### config.mk
export PLATFORM = sky130hd
export DESIGN_NAME = hololine_fold_tg
export DESIGN_NICKNAME = d
export VERILOG_FILES = /design/src/rtl/ftg_pkg.sv /design/src/rtl/ftg_hcount.sv /design/src/rtl/ftg_vcount.sv /design/src/rtl/ftg_decode.sv /design/src/rtl/hololine_fold_tg.sv
export SDC_FILE = /design/constraint.sdc
export NUM_CORES = 1
export LEC_CHECK = 0
export ABC_AREA = 1
export BUFFER_PORTS_ARGS = -buffer_cell sky130_fd_sc_hd__buf_2
export CORE_MARGIN = 4
export CORE_UTILIZATION = 36
export DETAILED_ROUTE_END_ITERATION = 8
export SYNTH_ARGS = -nofsm -noshare
export SYNTH_HDL_FRONTEND = slang
export SYNTH_SLANG_ARGS = --single-unit
### constraint.sdc
create_clock -name clk -period 1.9 [get_ports clk]
set_input_delay 0.19 -clock clk [delete_from_list [all_inputs] [get_ports clk]]
set_output_delay 0.19 -clock clk [all_outputs]
set_load 0.01 [all_outputs]
### src/rtl/ftg_pkg.sv
package ftg_pkg;

   typedef enum logic [1:0] {
      RGN_TOP    = 2'd0,
      RGN_ACTIVE = 2'd1,
      RGN_VSYNC  = 2'd2
   } region_e;

endpackage

### src/rtl/ftg_hcount.sv
module ftg_hcount #(
   parameter int LINE_LEN   = 2048,
   parameter int TAIL_BLANK = 16,
   parameter int HS_START   = 2,
   parameter int HS_W       = 8,
   localparam int XW        = $clog2(LINE_LEN)
) (
   input  logic          clk,
   input  logic          rst_n,
   output logic [XW-1:0] x,
   output logic          eol,
   output logic          in_body,
   output logic          hsync
);

   localparam logic [XW-1:0] X_LAST = XW'(LINE_LEN - 1);
   localparam logic [XW-1:0] X_BODY = XW'(LINE_LEN - TAIL_BLANK);
   localparam logic [XW:0]   HS_LO  = (XW+1)'(LINE_LEN - TAIL_BLANK + HS_START);
   localparam logic [XW:0]   HS_HI  = (XW+1)'(LINE_LEN - TAIL_BLANK + HS_START + HS_W);

   always_ff @(posedge clk or negedge rst_n) begin
      if (!rst_n)   x <= '0;
      else if (eol) x <= '0;
      else          x <= x + 1'b1;
   end

   assign eol     = (x == X_LAST);
   assign in_body = (x < X_BODY);

   always_comb begin
      hsync = ({1'b0, x} >= HS_LO) && ({1'b0, x} < HS_HI);
   end

   // counter wraps at the end of the line
   p_x_wrap_r1: assert property (@(posedge clk) disable iff (!rst_n)
      (x == X_LAST) |=> (x == '0));
   // counter steps by one elsewhere
   p_x_step_r1: assert property (@(posedge clk) disable iff (!rst_n)
      (x != X_LAST) |=> (x == $past(x) + 1'b1));
   // sync lies inside the blanked tail
   p_hsync_tail_r5: assert property (@(posedge clk) disable iff (!rst_n)
      hsync |-> !in_body);

endmodule

### src/rtl/ftg_vcount.sv
module ftg_vcount
   import ftg_pkg::*;
#(
   parameter int TOP_PAD  = 356,
   parameter int HOLOS    = 8,
   parameter int LPH      = 178,
   parameter int VS_LINES = 8,
   localparam int TOTAL   = TOP_PAD + HOLOS * LPH + VS_LINES,
   localparam int YW      = $clog2(TOTAL),
   localparam int HLW     = $clog2(LPH),
   localparam int HIW     = (HOLOS > 1) ? $clog2(HOLOS) : 1
) (
   input  logic           clk,
   input  logic           rst_n,
   input  logic           eol,
   output logic [YW-1:0]  y,
   output region_e        region,
   output logic [HIW-1:0] holo_idx,
   output logic [HLW-1:0] holo_line
);

   localparam logic [YW-1:0]  Y_LAST  = YW'(TOTAL - 1);
   localparam logic [YW-1:0]  ACT_LO  = YW'(TOP_PAD);
   localparam logic [YW-1:0]  ACT_HI  = YW'(TOP_PAD + HOLOS * LPH);
   localparam logic [HLW-1:0] HL_LAST = HLW'(LPH - 1);

   logic hl_last;
   logic step_act;

   always_ff @(posedge clk or negedge rst_n) begin
      if (!rst_n)                y <= '0;
      else if (eol && y == Y_LAST) y <= '0;
      else if (eol)              y <= y + 1'b1;
   end

   always_comb begin
      if (y < ACT_LO)      region = RGN_TOP;
      else if (y < ACT_HI) region = RGN_ACTIVE;
      else                 region = RGN_VSYNC;
   end

   assign hl_last  = (holo_line == HL_LAST);
   assign step_act = eol && (region == RGN_ACTIVE);

   always_ff @(posedge clk or negedge rst_n) begin
      if (!rst_n)        holo_line <= '0;
      else if (step_act) holo_line <= hl_last ? '0 : holo_line + 1'b1;
   end

   generate
      if (HOLOS > 1) begin : g_multi_holo
         localparam logic [HIW-1:0] HI_LAST = HIW'(HOLOS - 1);
         always_ff @(posedge clk or negedge rst_n) begin
            if (!rst_n)
               holo_idx <= '0;
            else if (step_act && hl_last)
               holo_idx <= (holo_idx == HI_LAST) ? '0 : holo_idx + 1'b1;
         end
      end else begin : g_single_holo
         assign holo_idx = '0;
      end
   endgenerate

   // line counter only moves at the end of a raster line
   p_y_hold_r2: assert property (@(posedge clk) disable iff (!rst_n)
      !eol |=> $stable(y));
   // frame wraps after the last line
   p_y_wrap_r2: assert property (@(posedge clk) disable iff (!rst_n)
      (eol && y == Y_LAST) |=> (y == '0));
   // indices rest at zero outside the active region
   p_idx_idle_r7: assert property (@(posedge clk) disable iff (!rst_n)
      (region != RGN_ACTIVE) |-> (holo_line == '0 && holo_idx == '0));

endmodule

### src/rtl/ftg_decode.sv
module ftg_decode
   import ftg_pkg::*;
#(
   parameter int LPH          = 178,
   parameter int FRINGE_LINES = 128,
   localparam int HLW         = $clog2(LPH)
) (
   input  region_e        region,
   input  logic           in_body,
   input  logic [HLW-1:0] holo_line,
   output logic           fringe_en,
   output logic           black_en,
   output logic           vsync
);

   localparam logic [HLW-1:0] HL_FR = HLW'(FRINGE_LINES);

   logic active;

   always_comb begin
      active    = (region == RGN_ACTIVE);
      fringe_en = active && in_body && (holo_line < HL_FR);
      black_en  = active && !fringe_en;
      vsync     = (region == RGN_VSYNC);
   end

endmodule

### src/rtl/hololine_fold_tg.sv
module hololine_fold_tg
   import ftg_pkg::*;
#(
   parameter int LINE_LEN     = 2048,
   parameter int TAIL_BLANK   = 16,
   parameter int HS_START     = 2,
   parameter int HS_W         = 8,
   parameter int LPH          = 178,
   parameter int FRINGE_LINES = 128,
   parameter int HOLOS        = 8,
   parameter int TOP_PAD      = 356,
   parameter int VS_LINES     = 8,
   localparam int XW          = $clog2(LINE_LEN),
   localparam int YW          = $clog2(TOP_PAD + HOLOS * LPH + VS_LINES),
   localparam int HLW         = $clog2(LPH),
   localparam int HIW         = (HOLOS > 1) ? $clog2(HOLOS) : 1
) (
   input  logic           clk,
   input  logic           rst_n,
   output logic [XW-1:0]  pix_x,
   output logic [YW-1:0]  line_y,
   output logic [HIW-1:0] holo_idx,
   output logic [HLW-1:0] holo_line,
   output logic           fringe_en,
   output logic           black_en,
   output logic           hsync,
   output logic           vsync
);

   localparam logic [XW-1:0] X_BODY = XW'(LINE_LEN - TAIL_BLANK);

   generate
      if (LINE_LEN < 4) begin : g_chk_len
         $error("LINE_LEN must be at least 4");
      end
      if (TAIL_BLANK < 1 || TAIL_BLANK >= LINE_LEN) begin : g_chk_tail
         $error("TAIL_BLANK must lie in [1, LINE_LEN)");
      end
      if (HS_W < 1 || HS_START < 0 || HS_START + HS_W > TAIL_BLANK) begin : g_chk_hs
         $error("sync window must fit inside the blanked tail");
      end
      if (LPH < 2 || FRINGE_LINES < 1 || FRINGE_LINES >= LPH) begin : g_chk_fr
         $error("FRINGE_LINES must lie in [1, LPH)");
      end
      if (TOP_PAD < 1 || VS_LINES < 1 || HOLOS < 1) begin : g_chk_v
         $error("TOP_PAD, VS_LINES and HOLOS must be positive");
      end
   endgenerate

   logic    eol;
   logic    in_body;
   region_e region;

   ftg_hcount #(
      .LINE_LEN  (LINE_LEN),
      .TAIL_BLANK(TAIL_BLANK),
      .HS_START  (HS_START),
      .HS_W      (HS_W)
   ) u_hcount (
      .clk    (clk),
      .rst_n  (rst_n),
      .x      (pix_x),
      .eol    (eol),
      .in_body(in_body),
      .hsync  (hsync)
   );

   ftg_vcount #(
      .TOP_PAD (TOP_PAD),
      .HOLOS   (HOLOS),
      .LPH     (LPH),
      .VS_LINES(VS_LINES)
   ) u_vcount (
      .clk      (clk),
      .rst_n    (rst_n),
      .eol      (eol),
      .y        (line_y),
      .region   (region),
      .holo_idx (holo_idx),
      .holo_line(holo_line)
   );

   ftg_decode #(
      .LPH         (LPH),
      .FRINGE_LINES(FRINGE_LINES)
   ) u_decode (
      .region   (region),
      .in_body  (in_body),
      .holo_line(holo_line),
      .fringe_en(fringe_en),
      .black_en (black_en),
      .vsync    (vsync)
   );

   // no fringe sample in the blanked tail
   p_fringe_body_r3: assert property (@(posedge clk) disable iff (!rst_n)
      fringe_en |-> (pix_x < X_BODY));
   // fringe and black never requested together
   p_excl_r4: assert property (@(posedge clk) disable iff (!rst_n)
      !(fringe_en && black_en));
   // vertical sync lines carry no pixel request
   p_vsync_quiet_r6: assert property (@(posedge clk) disable iff (!rst_n)
      vsync |-> (!fringe_en && !black_en));
   // frame starts in padding with nothing requested
   p_frame_start_r9: assert property (@(posedge clk) disable iff (!rst_n)
      (line_y == '0) |-> (!fringe_en && !black_en && !vsync));

endmodule

==> results.yml <==
detailed_routing:
  drcViolationCount: 0
  wirelength_um: 5440
  first_pass_iters: 4
  routedWlPerCell_um: 12.6
  drt_iter0_markers: 71
  avgViaCountPerCell: 4.89
  drtAntennaViolNets: 0
  num_vias: 2114
worst_hold_path:
  hp-class: "in2async"
layout:
  antenna_cells: 0
  final_cells: 432
  drive_above_1_share_pct: 34.4
  area_growth_pct: 31.5
  nNetsFinal: 368
synth:
  synthTopCellsByArea: "dfrtp_1, nand2_1, nor2_1"
  synth_area_leader_cell: "dfrtp_1"
  seq_area_frac_synth_pct: 39.8
  ys_ff_latch: 33
  postSynthAreaPerCell_um2: 7.25
  netlist.area_leader.share_pct: 39.8
  synth_area_mm2: 0.00207
  synth_cell_types: 27
  yosys_warnings: 0
  netlist_instances: 286
  synth_nets: 294
sta:
  worstMarginPinSlew_ns: 0.756
  tns_ns: -0.00914
  fin_crit_sh_pct: 100
  clock.fmax_mhz: 524
  hold_viol: 0
  grt_setup_unrepaired: "true"
  relSlewSlack_pct: 49.6
  fin_ws_ns: -0.00914
  skew_ns: 0.00873
  finalCriticalPeriod_ns: 1.91
  setup_violations: 1
  report.final.slew_viol_count: 0
clocking:
  clockBufferDepth: 2
  clock_latency_ns: 0.28
  cts.reportedPaths.clkPinSlew_ns: 0.06
  numCtsBuffers: 5
  htree_levels: 2
  cts.sinks: 33
  cts.root.buffer_cell: "clkbuf_8"
  tritoncts: "built"
flow_run:
  cap_violations: 0
grt:
  grt_max_degree: 34
  grt_antenna_before_repair: 0
  grt_pass1_vias: 1947
  grt_overflow: 0
  track_usage_pct: 15.4
  grt_pass1_wl_um: 8850
floorplan:
  coreArea_mm2: 0.00554
  die_area_mm2: 0.00704
  start_util_pct: 37.4
  num_rows: 27
  die_w_um: 83.9
  ios: 39
  die_h_um: 83.9
placement:
  hpwl_um: 3770
  gp_congestion: 0.937
  dp_slack_ns: 0.128
  place_inst: 402
  port_buffers: 38
power_and_ir_drop:
  p_leak_uw: 0.00155
  powerDensity_mw_per_mm2: 456
  ir_worst_vdd_mv: 0.275
worst_setup_path:
  worst_ep_arrival_time_ns: 1.72
  r2r_end: "u_vcount.holo_line[2]"
  worst_setup_path_start_kind: "register"
  cp_max_fo: 4
  cp-end-kind: "output port"
  reg2regPathDepth: 9
  cp.required_ns: 1.71
  timing.rr.start: "u_vcount.y[10]"
  rrSetupSlack_ns: 0.18
  path_class: "reg2out"
status:
  outcome: "finished with violations"
  violations: "negative setup slack"
==> how the worst max path moves through the flow <==
stage              startpoint                     to  cells after the start
6_report       u_vcount.y[10]               black_en                      9
5_1_grt        u_vcount.y[10]               black_en                      9
4_1_cts         u_vcount.y[4]               black_en                      9
3_5_place_dp    u_vcount.y[6]               black_en                      9
3_3_place_gp    u_vcount.y[6]               black_en                      9
2_1_floorplan   u_hcount.x[1]  u_vcount.holo_line[2]                     10
==> area by class of cell <==
| cell class | count | area (µm²) |
|---|---|---|
| repair buffers | 68 | 418 |
| clock buffers | 7 | 86.3 |
| flip-flops and latches | 33 | 836 |
| inverters | 37 | 146 |
| multi-input cells | 215 | 1150 |
| fillers | 557 | 2810 |
| well taps | 72 | 90.1 |
==> synth_stat cells (all sizes together) <==
master	count
nand3b	1
nand2	82
xnor2	4
o21ai	6
a31o	1
nand4	8
nor3	9
buf	1
nor2	52
nand3	31
inv	37
or2	1
xor2	7
dfrtp	33
ha	6
a31oi	1
a21oi	6
==> flip-flops by register name, summed over array words and instances (netlist names) <==
| name | cells |
|---|---|
| u_vcount.holo_idx | 3 |
| u_vcount.holo_line | 8 |
| u_vcount.y | 11 |
| u_hcount.x | 11 |
==> logic make-up (layout without fill, tap and decap cells) <==
| family | Yosys count | count (layout) | synth area share [%] |
|---|---|---|---|
| adder cells (fa/ha/maj) | 6 | 6 | 3.62 |
| buffers and inverters | 38 | 112 | 7.36 |
| AND/OR/NAND/NOR | 184 | 184 | 40.9 |
| flip-flops | 33 | 33 | 39.8 |
| AO/OA/AOI/OAI | 14 | 14 | 3.62 |
| XOR/XNOR | 11 | 11 | 4.65 |
==> report_power, final <==
part | leakage [µW] | total, µW | switching (µW) | internal (µW)
clock network | 0.0000443 | 526 | 238 | 287
logic | 0.00107 | 15.8 | 13.7 | 2.05
registers | 0.000433 | 703 | 0 | 703
==> repair_timing <==
item,in CTS,in global routing
gates resized for setup,9,24
pin swaps,0,9
hold buffers,1,0
endpoints found under the hold margin,4,0
setup buffers,4,18
setup endpoints to repair,2,3
==> critical path, cell delays in order, from the launching register on <==
cell and delay (ns):
dfrtp_2 0.44, inv_2 0.08, nand2_1 0.08, nor2_2 0.14
nand3_1 0.10, nand2_1 0.11, nand2_2 0.09, nor3_2 0.21
nor2_1 0.06, buf_2 0.13
==> metrics by stage <==
| step | cell area (µm²) | power (µW) | utilization, % | hold slack (ns) |
|---|---|---|---|---|
| final | 2730 | 1240 | 49.2 | 0.516 |
| after global routing | 2730 | 1310 | 49.2 | 0.560 |
| after CTS | 2540 | 1270 | 45.8 | 0.517 |
| after detailed placement | 2390 | 731 | 43.2 | 0.309 |
| after global placement | 2390 | 731 | 43.2 | 0.309 |
| after floorplan | 2070 | 716 | - | -0.106 |
==> layer usage <==
layer / track usage, % / routed length, µm / vias up
met5: 0 / 0 / -
met4: 5.56 / 107 / 0
met3: 3.55 / 337 / 11
met2: 25.3 / 2490 / 83
met1: 19.6 / 2500 / 966
li1: - / - / 1054
==> cell usage in the layout (no fill, tap or decap), types with 3 or more instances in the layout <==
master    count
nand2_2      10
nor2_2        6
nand3_1      27
nand3_2       4
buf_2        38
nand2_1      70
nor3_2        3
nor3_1        6
inv_4         3
a21oi_1       6
xor2_1        7
inv_1        26
dfrtp_1      25
xnor2_1       4
dfrtp_2       8
inv_2         8
o21ai_1       4
ha_1          6
nor2_4        4
buf_4        29
nand4_1       8
nor2_1       41
clkbuf_8      6
(Power assumes the default switching activity.)
